### src/rtl/tcap_pkg.sv
package tcap_pkg;
  localparam int NCH = 4;           // capture channels
  localparam int CW  = 16;          // counter width
  localparam int BW  = 8;           // bus width
  localparam int CHW = $clog2(NCH);

  // strobes and settings handed from control to datapath
  typedef struct packed {
    logic [2*NCH-1:0] edgeSel;      // channel-ordered edge fields
    logic             capSel;       // shared slot in capture mode
    logic             pinDir;       // shared pin driven as output
    logic             pinData;      // shared pin drive value
    logic             wrShHi;       // bus write to shared register high byte
    logic             wrShLo;       // bus write to shared register low byte
    logic [BW-1:0]    wrByte;
  } tcapStrobe_t;
endpackage

### src/rtl/tcap_datapath.sv
module tcap_datapath
  import tcap_pkg::*;
(
  input  logic              clk,
  input  logic              rst,
  input  logic [NCH-1:0]    pinIn,
  input  tcapStrobe_t       strb,
  output logic [NCH-1:0]    capEvent,
  output logic [NCH*CW-1:0] capFlat,
  output logic [CW-1:0]     count
);
  logic [NCH-1:0] effPin, syncA, syncB, prevB;

  assign effPin = {strb.pinDir ? strb.pinData : pinIn[NCH-1], pinIn[NCH-2:0]};

  always_ff @(posedge clk) begin
    if (rst) begin
      syncA <= '0;
      syncB <= '0;
      prevB <= '0;
      count <= '0;
    end else begin
      syncA <= effPin;
      syncB <= syncA;
      prevB <= syncB;
      count <= count + CW'(1);
    end
  end

  for (genvar g = 0; g < NCH; g++) begin : g_ch
    logic [1:0]    sel;
    logic          chEn;
    logic [CW-1:0] capReg;

    assign sel  = strb.edgeSel[2*g +: 2];
    assign chEn = (g == NCH-1) ? strb.capSel : 1'b1;
    assign capEvent[g] = chEn && ((sel[0] && syncB[g] && !prevB[g]) ||
                                  (sel[1] && !syncB[g] && prevB[g]));

    if (g == NCH-1) begin : g_shared
      always_ff @(negedge clk) begin
        if (capEvent[g]) capReg <= count;
        else if (!strb.capSel) begin
          if (strb.wrShHi) capReg[CW-1 -: BW] <= strb.wrByte;
          if (strb.wrShLo) capReg[BW-1:0]     <= strb.wrByte;
        end
      end
    end else begin : g_plain
      always_ff @(negedge clk) begin
        if (capEvent[g]) capReg <= count;
      end
    end

    assign capFlat[g*CW +: CW] = capReg;

    assert_field_off_R1: assert property (@(posedge clk) disable iff (rst)
      (sel == 2'b00) |-> !capEvent[g]);
  end

  assert_count_step_R10: assert property (@(posedge clk) disable iff (rst)
    $past(!rst) |-> (count == $past(count) + CW'(1)));

  assert_shared_gate_R5: assert property (@(posedge clk) disable iff (rst)
    !strb.capSel |-> !capEvent[NCH-1]);
endmodule

### src/rtl/tcap_ctrl.sv
module tcap_ctrl
  import tcap_pkg::*;
#(
  parameter int ADDR_W = 4
) (
  input  logic              clk,
  input  logic              rst,
  input  logic [ADDR_W-1:0] addr,
  input  logic              wrEn,
  input  logic [BW-1:0]     wrData,
  input  logic              rdEn,
  output logic [BW-1:0]     rdData,
  input  logic [NCH-1:0]    capEvent,
  input  logic [NCH*CW-1:0] capFlat,
  output tcapStrobe_t       strb,
  output logic [NCH-1:0]    flags,
  output logic              pinOut,
  output logic              pinOutEn
);
  localparam logic [ADDR_W-1:0] EDGE_ADDR = ADDR_W'(0);
  localparam logic [ADDR_W-1:0] MODE_ADDR = ADDR_W'(1);
  localparam logic [ADDR_W-1:0] FLAG_ADDR = ADDR_W'(2);
  localparam logic [ADDR_W-1:0] SH_HI     = ADDR_W'(8 + 2*(NCH-1));
  localparam logic [ADDR_W-1:0] SH_LO     = ADDR_W'(9 + 2*(NCH-1));

  logic [BW-1:0]    edgeReg;
  logic [2:0]       modeReg;
  logic [NCH-1:0]   flagReg, clrMask;
  logic [BW-1:0]    holdByte [NCH];
  logic [NCH-1:0]   holdFlag;
  logic [2*NCH-1:0] edgeMap;
  logic             capSpace, hiSel;
  logic [CHW-1:0]   chSel;

  assign capSpace = addr[ADDR_W-1];
  assign chSel    = addr[CHW:1];
  assign hiSel    = !addr[0];

  // channel 4 field sits on top, channels 1..3 follow downward
  for (genvar g = 0; g < NCH; g++) begin : g_map
    localparam int POS = (g == NCH-1) ? BW-2 : BW-4-2*g;
    assign edgeMap[2*g +: 2] = edgeReg[POS +: 2];
  end

  always_comb begin
    strb.edgeSel = edgeMap;
    strb.capSel  = modeReg[0];
    strb.pinDir  = modeReg[1];
    strb.pinData = modeReg[2];
    strb.wrShHi  = wrEn && (addr == SH_HI);
    strb.wrShLo  = wrEn && (addr == SH_LO);
    strb.wrByte  = wrData;
  end

  assign clrMask = (wrEn && addr == FLAG_ADDR) ? wrData[NCH-1:0] : '0;

  always_ff @(posedge clk) begin
    if (rst) begin
      edgeReg  <= '0;
      modeReg  <= '0;
      flagReg  <= '0;
      holdFlag <= '0;
      for (int i = 0; i < NCH; i++) holdByte[i] <= '0;
    end else begin
      if (wrEn && addr == EDGE_ADDR) edgeReg <= wrData;
      if (wrEn && addr == MODE_ADDR) modeReg <= wrData[2:0];
      flagReg <= (flagReg & ~clrMask) | capEvent;
      if (rdEn && capSpace) begin
        if (hiSel) begin
          holdByte[chSel] <= capFlat[chSel*CW +: BW];
          holdFlag[chSel] <= 1'b1;
        end else begin
          holdFlag[chSel] <= 1'b0;
        end
      end
    end
  end

  always_comb begin
    rdData = '0;
    if (capSpace)
      rdData = hiSel ? capFlat[chSel*CW + BW +: BW]
                     : (holdFlag[chSel] ? holdByte[chSel] : capFlat[chSel*CW +: BW]);
    else if (addr == EDGE_ADDR) rdData = edgeReg;
    else if (addr == MODE_ADDR) rdData = {{(BW-3){1'b0}}, modeReg};
    else if (addr == FLAG_ADDR) rdData = {{(BW-NCH){1'b0}}, flagReg};
  end

  assign flags    = flagReg;
  assign pinOut   = modeReg[2];
  assign pinOutEn = modeReg[1];

  assert_flag_set_R8: assert property (@(posedge clk) disable iff (rst)
    (capEvent != '0) |=> ((flagReg & $past(capEvent)) == $past(capEvent)));

  assert_flag_clear_R8: assert property (@(posedge clk) disable iff (rst)
    (wrEn && addr == FLAG_ADDR && (capEvent & wrData[NCH-1:0]) == '0)
      |=> ((flagReg & $past(wrData[NCH-1:0])) == '0));

  assert_hold_arm_R9: assert property (@(posedge clk) disable iff (rst)
    (rdEn && capSpace && hiSel) |=> holdFlag[$past(chSel)]);
endmodule

### src/rtl/tmr_capture_unit.sv
module tmr_capture_unit
  import tcap_pkg::*;
#(
  parameter int ADDR_W = 4
) (
  input  logic              clk,
  input  logic              rst,
  input  logic [ADDR_W-1:0] busAddr,
  input  logic              busWr,
  input  logic [BW-1:0]     busWrData,
  input  logic              busRd,
  output logic [BW-1:0]     busRdData,
  input  logic [NCH-1:0]    capPins,
  output logic              sharedPinOut,
  output logic              sharedPinOutEn,
  output logic [NCH-1:0]    capFlags,
  output logic [CW-1:0]     timerCount
);
  tcapStrobe_t       strb;
  logic [NCH-1:0]    capEvent;
  logic [NCH*CW-1:0] capFlat;

  tcap_ctrl #(.ADDR_W(ADDR_W)) u_ctrl (
    .clk(clk), .rst(rst), .addr(busAddr), .wrEn(busWr), .wrData(busWrData),
    .rdEn(busRd), .rdData(busRdData), .capEvent(capEvent), .capFlat(capFlat),
    .strb(strb), .flags(capFlags), .pinOut(sharedPinOut), .pinOutEn(sharedPinOutEn)
  );

  tcap_datapath u_dp (
    .clk(clk), .rst(rst), .pinIn(capPins), .strb(strb),
    .capEvent(capEvent), .capFlat(capFlat), .count(timerCount)
  );
endmodule

### config.mk
export PLATFORM = sky130hd
export DESIGN_NAME = tmr_capture_unit
export DESIGN_NICKNAME = d
export VERILOG_FILES = /design/src/rtl/tcap_pkg.sv /design/src/rtl/tcap_datapath.sv /design/src/rtl/tcap_ctrl.sv /design/src/rtl/tmr_capture_unit.sv
export SDC_FILE = /design/constraint.sdc
export NUM_CORES = 1
export LEC_CHECK = 0
export BUFFER_PORTS_ARGS = -buffer_cell sky130_fd_sc_hd__buf_2
export CAP_MARGIN = 20
export CORE_UTILIZATION = 40
export DETAILED_ROUTE_END_ITERATION = 16
export GPL_TIMING_DRIVEN = 0
export PLACE_DENSITY = 0.7
export SYNTH_ARGS = -nofsm -noshare
export SYNTH_HDL_FRONTEND = slang
export SYNTH_SLANG_ARGS = --single-unit
### constraint.sdc
create_clock -name clk -period 2.5 [get_ports clk]
set_input_delay 0.5 -clock clk [delete_from_list [all_inputs] [get_ports clk]]
set_output_delay 0.5 -clock clk [all_outputs]
set_load 0.01 [all_outputs]
# [Yosys cells after proc, flatten, opt, wreduce, memory -nomap -nowiden]
# Memories as Yosys holds them, arrays and structs flattened.
# Cells that the tools add are included.
[op_classes] n_bitwise=6 magnitude_cmp=2 eq_ne=5 n_div=0 shifts=2 mux=26 n_mul=0 n_reduce_logical=42 add_sub_neg=2
[ops] op="8-bit 2-to-1 mux" n=8
[ops] op="64-bit by 33-bit variable part select with 8-bit output" n=1
[ops] op="64-bit by 7-bit variable part select with 8-bit output" n=1
[ops] op="16-bit 2-to-1 mux" n=2
[ops] op="1-bit logical AND" n=24
[ops] op="16-bit by 1-bit adder with 16-bit output, second input constant" n=1
[ops] op="4-bit 2-to-1 mux" n=3
[ops] op="1-bit 2-to-1 mux" n=10
[ops] op="4-bit bitwise AND" n=2
[ops] op="4-bit equality test, second input constant" n=2
[ops] op="1-bit logical NOT" n=8
[ops] op="4-bit inverter" n=2
[ops] op="4-bit OR" n=2
[ops] op="8-bit OR reduction" n=1
[ops] op="6-bit by 4-bit adder with 7-bit output, second input constant" n=1
[ops] op="4-bit by 1-bit equality test with 1-bit output, second input constant" n=1
[ops] op="4-bit by 2-bit equality test with 1-bit output, second input constant" n=1
[ops] op="4-bit logical NOT" n=1
[ops] op="1-bit logical OR" n=4
[ops] op="2-bit AND reduction" n=2
[ops] op="2-bit nonzero test" n=2
[ops] op="2-bit by 3-bit less-than comparator with 1-bit output, second input constant" n=1
[ops] op="1-bit binary-select mux with 2-bit select" n=1
[ops] op="1-bit demux with 2-bit select" n=1
[ops] op="other kinds (3)" n=3
[totals] latchBits=0 regBits=111 inputBits=20 romBits=0 ramBits=32 mem_count=1
[mem_list] memory="u_ctrl.holdByte" words=4 width=8 read_ports=1 rd_clocked_by_memory_dff=0 write_ports=4 line="tcap_ctrl.sv:29" text="logic [BW-1:0] holdByte [NCH];"

# [Longest topological paths before layout]
[logic_depth] ltp_word=7 mapped_depth=7 mapped_depth_nobuf=5

# [Cells and area by module]
# Synthesis repeated with hierarchy kept, for this count alone.
[unflattened] hier_cells=449 area_unflattened_um2=6174.7
[by_module_without_submodules] mod="tcap_datapath" cells_per_inst=203 instances=1 area_per_inst_um2=3238.1 seq_area_each_um2=2482.4
[by_module_without_submodules] mod="tcap_ctrl" cells_per_inst=246 instances=1 area_per_inst_um2=2936.6 seq_area_each_um2=1341.3

==> impl_metrics.tcl <==
set metrics [dict create \
    ant_nets 0 \
    setup.worst_path.end_class "primary output" \
    wl_um 16000 \
    port-buffer-count 47 \
    yosys-top-cells-area "edfxtp_1 (48%), dfxtp_1 (16%), mux4_2 (6.3%), mux4_1 (3.5%), mux2_2 (3.2%)" \
    syn_area_um2 6060 \
    clk_latency_ps 460 \
    max_cap_violations 0 \
    rsz0062_at_grt "yes" \
    syn2layout_area_growth_pct 31.5 \
    drc_errors 0 \
    synth_nets 469 \
    ys_seq_elements 143 \
    synth_edf_count 96 \
    gp_congestion 0.855 \
    slew_headroom_pct 5.68 \
    setup_viol 72 \
    rows 44 \
    synth_top_family_by_area "multiplexers" \
    final-hold-violation-count 0 \
    met1_length_um 6670 \
    vias 4394 \
    final_nets 616 \
    cp.arrival_ps 3240 \
    overflow 0 \
    io-pin-count 50 \
    power_leakage_nw 3.21 \
    ff2ff_setup_slack_ps -300 \
    h-tree-depth 4 \
    violations "negative setup slack" \
    cts_buffers 17 \
    synth_top_flop_cell "edfxtp_1" \
    viasPerCell 5.55 \
    worst_slack_ps -1240 \
    hp-class "input pin to register" \
    drtPass1Iterations 7 \
    hold_path_depth 2 \
    synthArstFlopShare_pct 0 \
    skew_ps 43.9 \
    cts_tree "done" \
    num-fill-cells 1209 \
    yosys-top-cells-count "edfxtp_1 (96), dfxtp_1 (47), nand2_1 (46), nor2_1 (46), a21oi_1 (18)" \
    maxUsedRoutingLayer "met4" \
    required_ps 2000 \
    cts.sinks 143 \
    clk_path_buf_depth 2 \
    tightest_slew_ps 1410 \
    r2r-start "u_dp.g_ch[3].capReg[0]" \
    start_kind "register" \
    detail_route.iter0.violations 374 \
    min-delay-start "capPins[0]" \
    critPathLaunch "u_dp.g_ch[3].capReg[0]" \
    start_util_pct 41.4 \
    muxShareOfSynthArea_pct 15.4 \
    critPathKind "register to primary output" \
    cts_root_buffer "clkbuf_16" \
    track_usage_pct 21.3 \
    synthAdderAreaFrac_pct 0.206 \
    synth_top_area_cell "edfxtp_1" \
    holdWs_ps 285 \
    grt_max_degree 18 \
    die_x_um 125 \
    synth-seq-area-share_pct 63.1 \
    yosys_warnings 0 \
    yosys.area_share.simple_pct 12.0 \
    clk_pin_slew_ps 60 \
    synth-compound-area-share_pct 4.87 \
    core_um2 14600 \
    power_w 0.00593 \
    die_h_um 125 \
    synth_xor_area_share_pct 1.59 \
    synth_top_area_share_pct 47.6 \
    hpwl_um 9940 \
    wl_met2_um 8080 \
    die_area_um2 15600 \
    reg2reg_depth 5 \
    antenna_cells 0 \
    worstPathMaxFanout 2 \
    status "finished with violations" \
    powerDensity_nw_per_um2 744 \
    fin_tns_setup_ps -18320 \
    synth_cell_types 44 \
    synthCells 448 \
    grt_pass1_vias 4498 \
    vdd_drop_max_mv 0.609 \
    wl_met3_um 900 \
    wl_per_cell_um 20.2 \
    synth_most_common_cell "edfxtp_1" \
    slew_viol_final 0 \
    grt_pass1_wl_um 24700 \
    antenna_found_initial 0 \
    synth.avg_cell_area_um2 13.5 \
    drive_above_1_share_pct 33.4 \
]
state kept, by name (all words and copies together), names as in the netlist, named ones only:
name	count
u_ctrl.flags	4
u_dp.syncB	4
u_ctrl.holdByte	32
u_dp.g_ch.capReg	64
u_ctrl.edgeReg	8
u_dp.count	16
u_dp.syncA	4
u_dp.prevB	4
u_ctrl.modeReg	3
kinds of logic after synthesis:
group                    after synthesis
AO/OA/AOI/OAI                         50
XOR/XNOR                              11
adder cells (fa/ha/maj)                1
buffers and inverters                 36
flip-flops                           143
multiplexers                          57
AND/OR/NAND/NOR                      150
power breakdown:
group	internal [W]	switching [W]
registers	0.00256	0.0000249
clock network	0.00163	0.00136
logic	0.000151	0.000204
critical path, stage by stage (launching register included):
cell and delay [ps]:
edfxtp_1 370, mux4_2 510, mux2i_2 210, o21ai_1 100, a22o_1 230, buf_2 140
worst paths after layout:
path	to
setup / recovery	busRdData[0]
hold reg to reg	u_dp.syncB[2]
hold / removal	u_dp.syncA[0]
setup reg to reg	u_ctrl.holdByte[1][0]
what timing repair did:
action                                  CTS  global route
gates cloned                              1             0
pin swaps                                17            12
gates resized for setup                  50            29
hold buffers                              0             0
buffers inserted                         14             3
endpoints found under the setup margin  120            72
metal layers:
| metal | up-vias | global-route usage (%) |
|---|---|---|
| met2 | 194 | 35.4 |
| li1 | 1965 | - |
| met1 | 2202 | 26.6 |
| met5 | - | 0 |
| met4 | 0 | 9.97 |
| met3 | 33 | 4.45 |
cells in the final DEF (no fill, tap or decap), types with 10 or more instances in the layout:
cell	count
nand2_1	33
dfxtp_1	42
mux2_2	17
mux4_2	21
nand3_1	14
nor2b_1	14
edfxtp_1	96
inv_1	72
clkbuf_16	18
buf_2	46
buf_4	10
nor2_1	36
a21oi_1	18
final cells by class:
class | instances | area (µm²) | share of cell area, %
plain buffers | 23 | 196 | 2.47
clock buffers | 19 | 464 | 5.83
clock inverters | 77 | 375 | 4.71
inverters | 12 | 45.0 | 0.565
multi-input cells | 269 | 2340 | 29.4
flip-flops and latches | 143 | 3830 | 48.1
well taps | 184 | 230 | 2.89
repair buffers | 65 | 480 | 6.03
stage by stage:
step           area, µm²  setup slack, ps  std cells  utilization [%]
3_5_place_dp        6650            -1140        679             45.4
6_report            7970            -1240        792             54.4
3_3_place_gp        6650            -1110        679             45.4
5_1_grt             7970            -1290        792             54.4
4_1_cts             7860            -1240        789             53.6
2_1_floorplan       6190             -549        448                -
Note: power is estimated with default switching activity, not from simulation.
